===== src/rtl/cfgreg_pkg.sv =====
package cfgreg_pkg;

  // Slot indices behind the pointer; the unlock slot position is behavioural.
  localparam int SLOT_OWN    = 0;
  localparam int SLOT_TMO    = 1;
  localparam int SLOT_LOW    = 2;
  localparam int SLOT_HIGH   = 3;
  localparam int SLOT_MODE   = 4;
  localparam int SLOT_UNLOCK = 5;
  localparam int NUM_FIELDS  = 5;

  // Speed class codes.
  localparam logic [1:0] MODE_STD   = 2'd0;
  localparam logic [1:0] MODE_FAST  = 2'd1;
  localparam logic [1:0] MODE_FASTP = 2'd2;
  localparam logic [1:0] MODE_TURBO = 2'd3;

endpackage


===== src/rtl/cfgreg_rst_sync.sv =====
module cfgreg_rst_sync (
  input  logic clk,
  input  logic rst_n,
  output logic rst_sync_n
);

  logic [1:0] sync_q;

  always_ff @(posedge clk or negedge rst_n) begin
    if (!rst_n) sync_q <= 2'b00;
    else        sync_q <= {sync_q[0], 1'b1};
  end

  assign rst_sync_n = sync_q[1];

endmodule


===== src/rtl/cfgreg_field.sv =====
module cfgreg_field #(
  parameter int         W       = 8,
  parameter logic [W-1:0] RST_VAL = '0
) (
  input  logic         clk,
  input  logic         rst_n,
  input  logic         clr,
  input  logic         we,
  input  logic [W-1:0] d,
  output logic [W-1:0] q
);

  logic [W-1:0] q_nxt;
  logic         q_en;

  always_comb begin
    q_en  = clr | we;
    q_nxt = clr ? RST_VAL : d;
  end

  always_ff @(posedge clk or negedge rst_n) begin
    if (!rst_n)    q <= RST_VAL;
    else if (q_en) q <= q_nxt;
  end

  AST_FIELD_HOLD: assert property (@(posedge clk) disable iff (!rst_n)
    (!we && !clr) |=> $stable(q));

endmodule


===== src/rtl/cfgreg_unlock.sv =====
module cfgreg_unlock #(
  parameter int                DATA_W   = 8,
  parameter logic [DATA_W-1:0] KEY_ARM  = 8'hA5,
  parameter logic [DATA_W-1:0] KEY_FIRE = 8'h5A
) (
  input  logic              clk,
  input  logic              rst_n,
  input  logic              slot_wr,
  input  logic [DATA_W-1:0] wdata,
  output logic              armed,
  output logic              fire
);

  logic armed_nxt;

  always_comb begin
    fire      = slot_wr && armed && (wdata == KEY_FIRE);
    armed_nxt = (wdata == KEY_ARM);
  end

  always_ff @(posedge clk or negedge rst_n) begin
    if (!rst_n)       armed <= 1'b0;
    else if (slot_wr) armed <= armed_nxt;
  end

  AST_UNLOCK_IDLE_HOLD: assert property (@(posedge clk) disable iff (!rst_n)
    !slot_wr |=> $stable(armed));

  AST_FIRE_DISARMS: assert property (@(posedge clk) disable iff (!rst_n)
    fire |=> !armed);

endmodule


===== src/rtl/i2c_cfg_regfile.sv =====
module i2c_cfg_regfile
  import cfgreg_pkg::*;
#(
  parameter int                DATA_W    = 8,
  parameter int                PTR_W     = 3,
  parameter int                MODE_W    = 2,
  parameter logic [DATA_W-1:0] DEF_OWN   = 8'h00,
  parameter logic [DATA_W-1:0] DEF_TMO   = 8'hFF,
  parameter logic [DATA_W-1:0] DEF_LOW   = 8'h9D,
  parameter logic [DATA_W-1:0] DEF_HIGH  = 8'h86,
  parameter logic [MODE_W-1:0] DEF_MODE  = MODE_STD,
  parameter logic [DATA_W-1:0] KEY_ARM   = 8'hA5,
  parameter logic [DATA_W-1:0] KEY_FIRE  = 8'h5A
) (
  input  logic              clk,
  input  logic              rst_n,
  input  logic              host_sel,
  input  logic              host_wr,
  input  logic [DATA_W-1:0] host_wdata,
  output logic [DATA_W-1:0] host_rdata,
  output logic [MODE_W-1:0] cfg_mode,
  output logic [DATA_W-1:0] cfg_scl_low,
  output logic [DATA_W-1:0] cfg_scl_high,
  output logic [DATA_W-1:0] cfg_timeout,
  output logic [DATA_W-1:0] cfg_own_addr,
  output logic              ctl_reset_pulse
);

  localparam int NUM_SLOTS = 1 << PTR_W;
  localparam logic [PTR_W-1:0] PTR_UNLOCK = PTR_W'(SLOT_UNLOCK);

  logic              rst_sync_n;
  logic [PTR_W-1:0]  ptr_q, ptr_nxt;
  logic              ptr_en;
  logic              data_wr, slot_wr;
  logic              armed, fire;
  logic              pulse_nxt;
  logic [DATA_W-1:0] fld_q [NUM_FIELDS];

  cfgreg_rst_sync u_rst_sync (
    .clk        (clk),
    .rst_n      (rst_n),
    .rst_sync_n (rst_sync_n)
  );

  // Host write decode.
  always_comb begin
    data_wr = host_wr && host_sel;
    slot_wr = data_wr && (ptr_q == PTR_UNLOCK);
  end

  cfgreg_unlock #(
    .DATA_W   (DATA_W),
    .KEY_ARM  (KEY_ARM),
    .KEY_FIRE (KEY_FIRE)
  ) u_unlock (
    .clk     (clk),
    .rst_n   (rst_sync_n),
    .slot_wr (slot_wr),
    .wdata   (host_wdata),
    .armed   (armed),
    .fire    (fire)
  );

  // Pointer register: cleared by the unlock reset, never auto-increments.
  always_comb begin
    ptr_en  = fire || (host_wr && !host_sel);
    ptr_nxt = fire ? '0 : host_wdata[PTR_W-1:0];
  end

  always_ff @(posedge clk or negedge rst_sync_n) begin
    if (!rst_sync_n) ptr_q <= '0;
    else if (ptr_en) ptr_q <= ptr_nxt;
  end

  // Configuration fields, one per slot below the unlock slot.
  for (genvar i = 0; i < NUM_FIELDS; i++) begin : g_field
    localparam int W = (i == SLOT_MODE) ? MODE_W : DATA_W;
    localparam logic [DATA_W-1:0] RV_FULL =
      (i == SLOT_OWN)  ? DEF_OWN  :
      (i == SLOT_TMO)  ? DEF_TMO  :
      (i == SLOT_LOW)  ? DEF_LOW  :
      (i == SLOT_HIGH) ? DEF_HIGH : DATA_W'(DEF_MODE);
    localparam logic [W-1:0] RV = RV_FULL[W-1:0];

    logic         we;
    logic [W-1:0] q;

    assign we = data_wr && (ptr_q == PTR_W'(i));

    cfgreg_field #(
      .W       (W),
      .RST_VAL (RV)
    ) u_field (
      .clk   (clk),
      .rst_n (rst_sync_n),
      .clr   (fire),
      .we    (we),
      .d     (host_wdata[W-1:0]),
      .q     (q)
    );

    assign fld_q[i] = DATA_W'(q);
  end

  // Read mux, free of side effects.
  always_comb begin
    host_rdata = '0;
    if (!host_sel) begin
      host_rdata[PTR_W-1:0] = ptr_q;
    end else begin
      for (int k = 0; k < NUM_SLOTS; k++) begin
        if (ptr_q == PTR_W'(k)) begin
          if (k < NUM_FIELDS)        host_rdata = fld_q[k];
          else if (k == SLOT_UNLOCK) host_rdata = DATA_W'(armed);
        end
      end
    end
  end

  // Reset request to the bus engine.
  assign pulse_nxt = fire;

  always_ff @(posedge clk or negedge rst_sync_n) begin
    if (!rst_sync_n) ctl_reset_pulse <= 1'b0;
    else             ctl_reset_pulse <= pulse_nxt;
  end

  always_comb begin
    cfg_own_addr = fld_q[SLOT_OWN];
    cfg_timeout  = fld_q[SLOT_TMO];
    cfg_scl_low  = fld_q[SLOT_LOW];
    cfg_scl_high = fld_q[SLOT_HIGH];
    cfg_mode     = fld_q[SLOT_MODE][MODE_W-1:0];
  end

  AST_PULSE_SINGLE: assert property (@(posedge clk) disable iff (!rst_sync_n)
    ctl_reset_pulse |=> !ctl_reset_pulse);

  AST_PULSE_CAUSE: assert property (@(posedge clk) disable iff (!rst_sync_n)
    ctl_reset_pulse |-> $past(host_wr && host_sel && host_wdata == KEY_FIRE
                              && ptr_q == PTR_UNLOCK));

  AST_DEFAULTS_ON_PULSE: assert property (@(posedge clk) disable iff (!rst_sync_n)
    ctl_reset_pulse |-> (ptr_q == '0 && cfg_mode == DEF_MODE && cfg_scl_low == DEF_LOW
                         && cfg_scl_high == DEF_HIGH && cfg_timeout == DEF_TMO
                         && cfg_own_addr == DEF_OWN));

  AST_PTR_HOLD: assert property (@(posedge clk) disable iff (!rst_sync_n)
    (!(host_wr && !host_sel) && !fire) |=> $stable(ptr_q));

endmodule


===== config.mk =====
export PLATFORM = sky130hd
export DESIGN_NAME = i2c_cfg_regfile
export DESIGN_NICKNAME = d
export VERILOG_FILES = /design/src/rtl/cfgreg_pkg.sv /design/src/rtl/cfgreg_rst_sync.sv /design/src/rtl/cfgreg_field.sv /design/src/rtl/cfgreg_unlock.sv /design/src/rtl/i2c_cfg_regfile.sv
export SDC_FILE = /design/constraint.sdc
export NUM_CORES = 1
export LEC_CHECK = 0
export BUFFER_PORTS_ARGS = -buffer_cell sky130_fd_sc_hd__buf_4
export CAP_MARGIN = 0
export CORE_UTILIZATION = 25
export DETAILED_ROUTE_END_ITERATION = 16
export GPL_TIMING_DRIVEN = 1
export HOLD_SLACK_MARGIN = 0.08
export PLACE_DENSITY = 0.54
export SYNTH_ARGS = -nofsm -noshare
export SYNTH_HDL_FRONTEND = slang
export SYNTH_SLANG_ARGS = --single-unit

===== constraint.sdc =====
create_clock -name clk -period 4.7 [get_ports clk]
set_input_delay 0.705 -clock clk [delete_from_list [all_inputs] [get_ports clk]]
set_output_delay 0.705 -clock clk [all_outputs]
set_load 0.1 [all_outputs]

# Word-level counts from Yosys, hierarchy flattened
# Index checks and enable logic that the tools add are counted.
[totals]
inputBits = 12
reg_bits = 41
word_cells = 48
[classes]
n_reduce_logical = 13
bitwise_logic = 5
mux = 14
n_eq_ne = 7
[ops]
columns = ["operator", "count"]
rows = [
  ["$mux W8", 10],
  ["$logic_and A1 B1 Y1", 10],
  ["$eq A8 B7 Y1 const B", 1],
  ["$eq A8 B8 Y1 const B", 1],
  ["$eq A3 B2 Y1 const B", 2],
  ["$eq A3 B3 Y1 const B", 2],
  ["$mux W3", 2],
  ["$mux W5", 1],
  ["$or A1 B1 Y1", 5],
  ["$eq A3 B1 Y1 const B", 1],
  ["$logic_not A3 Y1", 1],
  ["$mux W2", 1],
  ["$logic_not A1 Y1", 1],
  ["$logic_or A1 B1 Y1", 1],
]

# Depth between registers and ports, before layout
# Gate-level depths: netlist of the first run.
[depth]
word_depth = 8
ltp_mapped = 7

# By module
# A second synthesis of the first run with hierarchy kept.
[unflattened]
cells_unflattened = 197
area_unflattened_um2 = 2193.4
[by_module_without_submodules]
columns = ["mod", "area_each_um2", "cells_per_inst", "n_inst", "seq_area_each_um2"]
rows = [
  ["i2c_cfg_regfile", 596.8, 75, 1, 100.1],
  ["cfgreg_field (g_field[1].u_field)", 352.8, 26, 1, 210.2],
  ["cfgreg_field (g_field[2].u_field)", 346.6, 26, 1, 206.4],
  ["cfgreg_field (g_field[3].u_field)", 339.1, 26, 1, 203.9],
  ["cfgreg_field (g_field[0].u_field)", 325.3, 26, 1, 200.2],
  ["cfgreg_unlock", 101.3, 9, 1, 25.0],
  ["cfgreg_field (g_field[4].u_field)", 77.6, 6, 1, 50.0],
  ["cfgreg_rst_sync", 53.8, 3, 1, 50.0],
]

# Worst setup path before layout of the first run
# No wires, ideal clock.
[synth_timing]
path_type = "register to output"
start = "reg g_field[2].u_field.q[1]"
end = "out host_rdata[1]"
path_buffers = 0
setup_slack_ns = 0.981
stages_incl_launch_ff = 4
required_time_ns = 3.995
arrival_ns = 3.014
path_cell_list = "dfrtp_1 mux4_2 nand2_1 a31oi_1"
[synth_via]
elab_chain_cells = 5
[synth_lines]
columns = ["element", "line", "rtl"]
rows = [
  ["start: declaration", "cfgreg_field.sv:10", "output logic [W-1:0] q"],
  ["start signal: assignment", "cfgreg_field.sv:23", "else if (q_en) q <= q_nxt;"],
  ["$mux W8 (4 in series)", "i2c_cfg_regfile.sv:113", "if (ptr_q == PTR_W'(k)) begin"],
  ["$mux W3", "i2c_cfg_regfile.sv:109", "if (!host_sel) begin"],
  ["end: declaration", "i2c_cfg_regfile.sv:20", "output logic [DATA_W-1:0] host_rdata,"],
]
# No other way between the ends.

# Worst setup path in the final report of the first run
[layout_timing]
start = "reg ptr_q[0]"
end = "out host_rdata[1]"
[layout_via]
elab_chain_cells = 8
elab_cells_between_ends = 13
classes_between = "5 x eq/ne; 7 x mux; 1 x reduce/logical"
[layout_lines]
columns = ["element", "line", "rtl"]
rows = [
  ["start: declaration", "i2c_cfg_regfile.sv:33", "logic [PTR_W-1:0] ptr_q, ptr_nxt;"],
  ["start signal: assignment", "i2c_cfg_regfile.sv:73", "else if (ptr_en) ptr_q <= ptr_nxt;"],
  ["$logic_not A3 Y1", "i2c_cfg_regfile.sv:113", ""],
  ["$mux W8 (5 in series)", "i2c_cfg_regfile.sv:113", ""],
  ["$mux W8 *", "i2c_cfg_regfile.sv:113", ""],
  ["$mux W3 *", "i2c_cfg_regfile.sv:109", ""],
]
# Every way passes the cells marked *; elsewhere a longest branch is shown, timed or not.

==> flow_summary_export.csv, run 1 <==
group,metric,value,unit
global_routing,grt_first_pass_wirelength,9000,µm
critical_path,regToRegStartpoint,"ptr_q[0]",
finish,nets,240,
critical_path,worstPathRequired,3.99,ns
yosys,synth-seq-cells,41,
global_routing,grt_util_all_layers,0.139,
floorplanning,row_count,32,
critical_path,crit_type,"flip-flop to primary output",
global_routing,overflow,0,
finish,seq_area,1050,µm²
clocking,cts_max_level,2,
placed_design,placed_area,2530,µm²
critical_path,worst_setup_path_start_kind,"flip-flop",
finish,area_delta_synth_final,27.5,%
critical_path,critPathSlowestCell,"dfrtp_1",
finish,drive_gt1_frac,0.432,
global_routing,grt_start_max_net_pins,40,
critical_path,crit_end,"host_rdata[1]",
clocking,cts_buffer_depth,2,
yosys,synthesis.area,2060,µm²
drt,vias,1541,
drt,firstDrtPassIters,5,
clocking,clkTransAtPathRegs,0.08,ns
clocking,postCtsHoldBufs,0,
critical_path,worst_path_largest_cell_delay,0.89,ns
placed_design,gp_congestion,0.726,
clocking,cts_resized,0,
clocking,post-cts-setup-buffers,0,
status,status,"finished, final reports clean",
floorplanning,die_x,92.7,µm
drt,postRouteAntennaNets,0,
yosys,ys_seq_area_frac,0.508,
sta,fin_crit_sh,0.627,
yosys,synthCells,177,
floorplanning,ios,55,
min_path,hp-class,"input pin to async pin",
floorplanning,start_util,0.262,
sta,rsz0062_at_grt,"no",
clocking,clk_latency,0.29,ns
drt,drtIter0Drc,72,
sta,fin_tns_setup,0,ns
finish,diodes,0,
sta,max_freq,0.339,GHz
clocking,cts_tree,"built",
global_routing,antenna_found_initial,0,
run,maxCapViolCount,0,
sta,hold_violations,0,
yosys,synth_fp_nets,189,
critical_path,reg2reg_depth,5,
finish,final_area,2630,µm²
drt,avgViaCountPerCell,4.66,
global_routing,first_global_vias,1585,
sta,setup_violations,0,
yosys,dominantRegCellSynth,"dfrtp_1",
critical_path,crit_path_cell_trace,"mux4_2, nand2_1, a31oi_1, buf_4",
drt,remaining_drc_errors,0,
sta,slew_viol_final,0,
sta,relSlewSlack,0.449,
critical_path,critPathMaxFanout,16,
floorplanning,core,7850,µm²
placed_design,port_buffers,54,
clocking,cts-root-buf,"clkbuf_8",
sta,skew,0.00743,ns
yosys,synth_edf_count,0,
critical_path,timing.rr.end,"g_field[2].u_field.q[5]",
placed_design,dp_hpwl,3890,µm
drt,wl_per_cell,16.9,µm
critical_path,arrival,2.24,ns
yosys,yosys_warnings,0,
critical_path,critPathLaunch,"ptr_q[0]",
sta,min_period,2.95,ns
critical_path,regToRegSetupSlack,2.31,ns
clocking,cts_buffers,5,
floorplanning,die_y,92.7,µm
sta,hold_ws,0.178,ns
critical_path,end_kind,"primary output",
finish,num-fill-cells,851,
finish,multi_input_area,925,µm²
yosys,async_reset_ff_frac,1.00,
drt,wl,5580,µm
floorplanning,die_area,8600,µm²
yosys,syn_avg_cell_area,11.6,µm²
sta,tightest_slew,0.826,ns
yosys,synth_cell_type_count,43,
clocking,clock_sinks,41,
==> per-layer routing <==
layer,vias up,routed length (µm),GRT usage
li1,728,-,-
met1,773,2600,0.199
met2,38,2690,0.214
met3,2,258,0.0287
met4,0,25,0.0385
met5,-,0,0
==> synth_stat cells (2+ instances only) <==
cell type / count / area [µm²]
mux2_2: 3 / 33.8
nor2b_1: 2 / 12.5
a21oi_1: 2 / 10.0
nand3_1: 8 / 40.0
buf_2: 5 / 25.0
dfrtp_1: 25 / 626
nand4bb_1: 2 / 22.5
buf_4: 2 / 15.0
nor2_1: 18 / 67.6
nand2b_1: 2 / 12.5
mux2_1: 2 / 22.5
and2_1: 5 / 31.3
inv_1: 4 / 15.0
dfstp_2: 16 / 420
nand2_2: 2 / 12.5
o21ai_0: 8 / 40.0
o211ai_1: 3 / 22.5
mux2i_1: 19 / 190
a31oi_1: 2 / 12.5
nand2_1: 16 / 60.1
mux2_4: 3 / 45.0
mux4_2: 7 / 158
==> worst max-delay path: cells and delay by family (launching register included) <==
| family | cells | cell delay, ns |
|---|---|---|
| AO/OA/AOI/OAI | 1 | 0.08 |
| multiplexers | 1 | 0.64 |
| buffers and inverters | 1 | 0.24 |
| flip-flops | 1 | 0.89 |
| AND/OR/NAND/NOR | 1 | 0.09 |
==> how the worst min path moves through the flow <==
stage,from,end,slack (ns),cells past startpoint
final,rst_n,u_rst_sync.sync_q[0],0.18,1
after CTS,rst_n,u_rst_sync.sync_q[0],0.17,1
after floorplan,u_rst_sync.sync_q[0],u_rst_sync.sync_q[1],0.33,0
after global placement,u_rst_sync.sync_q[1],g_field[3].u_field.q[3],0.32,1
after global routing,rst_n,u_rst_sync.sync_q[0],0.17,1
after detailed placement,u_rst_sync.sync_q[1],g_field[0].u_field.q[3],0.32,1
==> state kept, by name, indices dropped and copies added (netlist names) <==
register	cells
u_rst_sync.sync_q	2
ctl_reset_pulse	1
u_unlock.armed	1
ptr_q	3
g_field.u_field.q	34
==> layout by cell type, fill, tap and decap left out, types with 2 or more instances in the layout <==
cell       Yosys  final
nand3_1        8      8
and2_1         5      5
nor2_1        18     18
clkbuf_8       0      6
nand4bb_1      2      2
o211ai_1       3      3
o21ai_0        8      8
clkbuf_1       1      2
mux4_2         7      7
nor2b_1        2      2
mux2_4         3      3
nand2b_1       2      2
dfstp_2       16     16
a31oi_1        2      2
a21oi_1        2      2
inv_1          4      4
mux2_2         3      3
nand2_1       16     16
nand2_2        2      2
mux2i_1       19     19
dfrtp_1       25     25
mux2_1         2      2
buf_4          2     55
==> cells by family (layout without fill, tap and decap cells) <==
group                  after synthesis  count (layout)  synth area share
AND/OR/NAND/NOR                     66              66             0.173
flip-flops                          41              41             0.508
multiplexers                        34              34             0.218
AO/OA/AOI/OAI                       19              19            0.0565
buffers and inverters               16              68            0.0425
other                                1               1           0.00182
==> layout make-up <==
cell class	instances	area share
clock buffers	8	0.0343
inverters	5	0.00906
multi-input cells	120	0.352
flip-flops and latches	41	0.398
well taps	102	0.0486
repair buffers	55	0.157
==> stage by stage <==
stage               setup WS (ns)   util  instances
global route                 1.63  0.335        331
finish                       1.75  0.335        331
floorplan                   0.981      -        177
global placement             1.97  0.323        323
CTS                          1.74  0.335        331
detailed placement           1.97  0.323        323
Power of run 1 is not shown: default switching activity piles up to over one toggle a cycle in this logic, so the estimate is an artifact.
==> inputs of run 2 (changes only) <==
Settings changed: ABC_AREA set to 1.
Clock period 4.7 ns to 3 ns, I/O delays scaled along.
==> run 2 against run 1 <==
Routed wire length is 22% higher; setup slack worse by 1.4 ns; die area is 4.4% higher; synthesized area is 4.5% higher; critical path type unchanged.
==> flow_summary_export.csv, run 2 <==
group,metric,value,unit
placed_design,port_buffers,54,
critical_path,crit_type,"flip-flop to primary output",
finish,fin_util,0.335,
clocking,cts_buffers,5,
finish,drive_gt1_frac,0.284,
yosys,async_reset_ff_frac,1.00,
clocking,clkTransAtPathRegs,0.08,ns
global_routing,first_global_vias,1998,
sta,slew_viol_final,0,
clocking,cts-root-buf,"clkbuf_8",
sta,min_period,2.61,ns
drt,wl,6810,µm
clocking,cts_tree,"built",
power,ir_drop,0.760,mV
critical_path,critPathSlowestCell,"dfrtp_1",
finish,nets,352,
drt,postRouteAntennaNets,0,
critical_path,worst_setup_path_start_kind,"flip-flop",
yosys,ys_seq_area_frac,0.486,
yosys,synthTopCellsByCount,"nand2_1, nand3_1, dfrtp_1",
critical_path,reg2reg_depth,6,
status,status,"finished, final reports clean",
floorplanning,die_area,8980,µm²
drt,drtIter0Drc,135,
power,pwr-share-seq,0.288,
yosys,yosysMostFrequentCell,"nand2_1",
yosys,synth-seq-cells,41,
global_routing,overflow,0,
yosys,syn_avg_cell_area,7.52,µm²
critical_path,crit_path_cell_trace,"nor2_2, nand2_1, inv_1, nand2_1, nand3_1, o21ai_0, nor2_1, buf_4",
drt,wl_per_cell,15.3,µm
clocking,cts_buffer_depth,2,
finish,final_common_cell,"nand2_1",
critical_path,end_kind,"primary output",
finish,regMostFlops,"g_field.u_field.q",
clocking,clk_latency,0.30,ns
yosys,synth_edf_count,0,
power,p_int,1380,µW
critical_path,regToRegSetupSlack,0.86,ns
yosys,dominantRegCellSynth,"dfrtp_1",
floorplanning,row_count,33,
sta,fin_tns_setup,0,ns
power,clkPwrFrac,0.118,
sta,fin_crit_sh,0.869,
floorplanning,die_y,94.8,µm
finish,area_delta_synth_final,28.6,%
placed_design,dp_hpwl,5120,µm
sta,hold_violations,0,
drt,avgViaCountPerCell,4.76,
finish,top_regs,"g_field.u_field.q (34), ptr_q (3), u_rst_sync.sync_q (2)",
floorplanning,ios,55,
floorplanning,start_util,0.260,
power,combPwrFrac,0.595,
sta,max_freq,0.384,GHz
drt,remaining_drc_errors,0,
sta,relSlewSlack,0.534,
critical_path,worstPathRequired,2.55,ns
finish,largest_reg_flops,34,
yosys,synthCells,286,
critical_path,arrival,2.16,ns
drt,firstDrtPassIters,4,
sta,rsz0062_at_grt,"no",
yosys,synthesis.area,2150,µm²
yosys,synth_top_area_cell,"dfrtp_1",
floorplanning,core,8260,µm²
critical_path,crit_top_cell,"nand2_1",
critical_path,cpLargestDelayFamily,"simple AND/OR/NAND/NOR gates",
yosys,synth_cell_type_count,24,
sta,setup_violations,0,
yosys,synth_area_leaders,"dfrtp_1, dfstp_2, nand2_1, nand3_1, o21ai_0",
critical_path,critPathMaxFanout,17,
critical_path,cp.depth,8,
yosys,yosysTopAreaCellShare,0.291,
global_routing,grt_start_max_net_pins,35,
drt,vias,2123,
run,maxCapViolCount,0,
critical_path,critPathBufInv,2,
finish,final_cell_mix,"nand2_1, nand3_1, buf_4",
clocking,clock_sinks,41,
critical_path,worst_path_largest_cell_delay,0.57,ns
power,switching_share,0.599,
global_routing,grt_util_all_layers,0.161,
clocking,cts_resized,0,
power,powerDensity,1240,nW/µm²
min_path,hp-class,"flip-flop to async pin",
finish,diodes,0,
sta,tightest_slew,0.699,ns
global_routing,grt_first_pass_wirelength,10700,µm
power,power_switching,2050,µW
sta,skew,0.00405,ns
yosys,yosys_warnings,0,
critical_path,timing.rr.end,"ptr_q[0]",
floorplanning,die_x,94.8,µm
power,leakage,0.00143,µW
clocking,cts_max_level,2,
global_routing,antenna_found_initial,0,
placed_design,gp_congestion,0.848,
yosys,synth_fp_nets,298,
critical_path,regToRegStartpoint,"ptr_q[0]",
-- run 2: cell types whose count changed in the layout (fill, tap and decap cells not counted), moves of 7 or more --
cell,before,now
nand3_1,8,62
o21ai_0,8,16
mux2i_1,19,0
nand2_1,16,88
mux4_2,7,0
inv_1,4,17
-- run 2: power by group through the flow --
stage | logic [µW] | registers, µW | clock network [µW]
after global placement | 2030 | 998 | 0
after CTS | 2050 | 989 | 415
after global routing | 2130 | 1010 | 434
after detailed placement | 2040 | 994 | 0
final | 2040 | 985 | 403
after floorplan | 424 | 2170 | 0
-- run 2: repair_timing --
| item | 4_1_cts | 5_1_grt |
|---|---|---|
| endpoints found under the hold margin | 2 | 0 |
| buffers inserted | 0 | 0 |
| hold buffers | 1 | 0 |
-- run 2: cells by family after synthesis --
| family | Yosys count | share of synthesized area |
|---|---|---|
| AND/OR/NAND/NOR | 189 | 0.394 |
| other | 1 | 0.00174 |
| buffers and inverters | 33 | 0.0640 |
| AO/OA/AOI/OAI | 22 | 0.0535 |
| flip-flops | 41 | 0.486 |
-- run 2: worst max-delay path by stage --
| stage | end | slack (ns) | from |
|---|---|---|---|
| global route | host_rdata[4] | 0.21 | ptr_q[0] |
| finish | host_rdata[6] | 0.39 | ptr_q[0] |
| CTS | host_rdata[6] | 0.42 | ptr_q[0] |
| detailed placement | host_rdata[6] | 0.77 | ptr_q[0] |
| floorplan | host_rdata[5] | 0.01 | g_field[2].u_field.q[5] |
| global placement | host_rdata[3] | 0.82 | ptr_q[0] |
-- run 2: per-stage QoR --
step	power, µW	hold slack [ns]	setup slack (ns)	cell area [µm²]	std cells
6_report	3430	0.290	0.394	2770	446
5_1_grt	3580	0.353	0.208	2770	446
4_1_cts	3450	0.326	0.423	2770	446
3_5_place_dp	3040	0.236	0.768	2660	437
3_3_place_gp	3030	0.235	0.818	2660	437
2_1_floorplan	2600	0.154	0.0132	2150	286
-- run 2: layout make-up --
type	count	area (µm²)
Fill cell	899	5490
Sequential cell	41	1050
Multi-Input combinational cell	212	971
Timing Repair Buffer	57	430
Tap cell	105	131
Clock buffer	7	96.3
Inverter	23	86.3
Clock inverter	1	5.00
-- run 2: per-layer routing --
metal  part of all wire  vias to the layer above  routed length [µm]  GRT usage
met1               0.48                     1005                3250      0.231
met5                  0                        -                   0          0
met3              0.076                        2                 518     0.0338
met2               0.44                       74                3010      0.239
li1                   -                     1042                   -          -
met4             0.0046                        0                  31     0.0530
No activity file was read; power rests on OpenSTA's default activity.
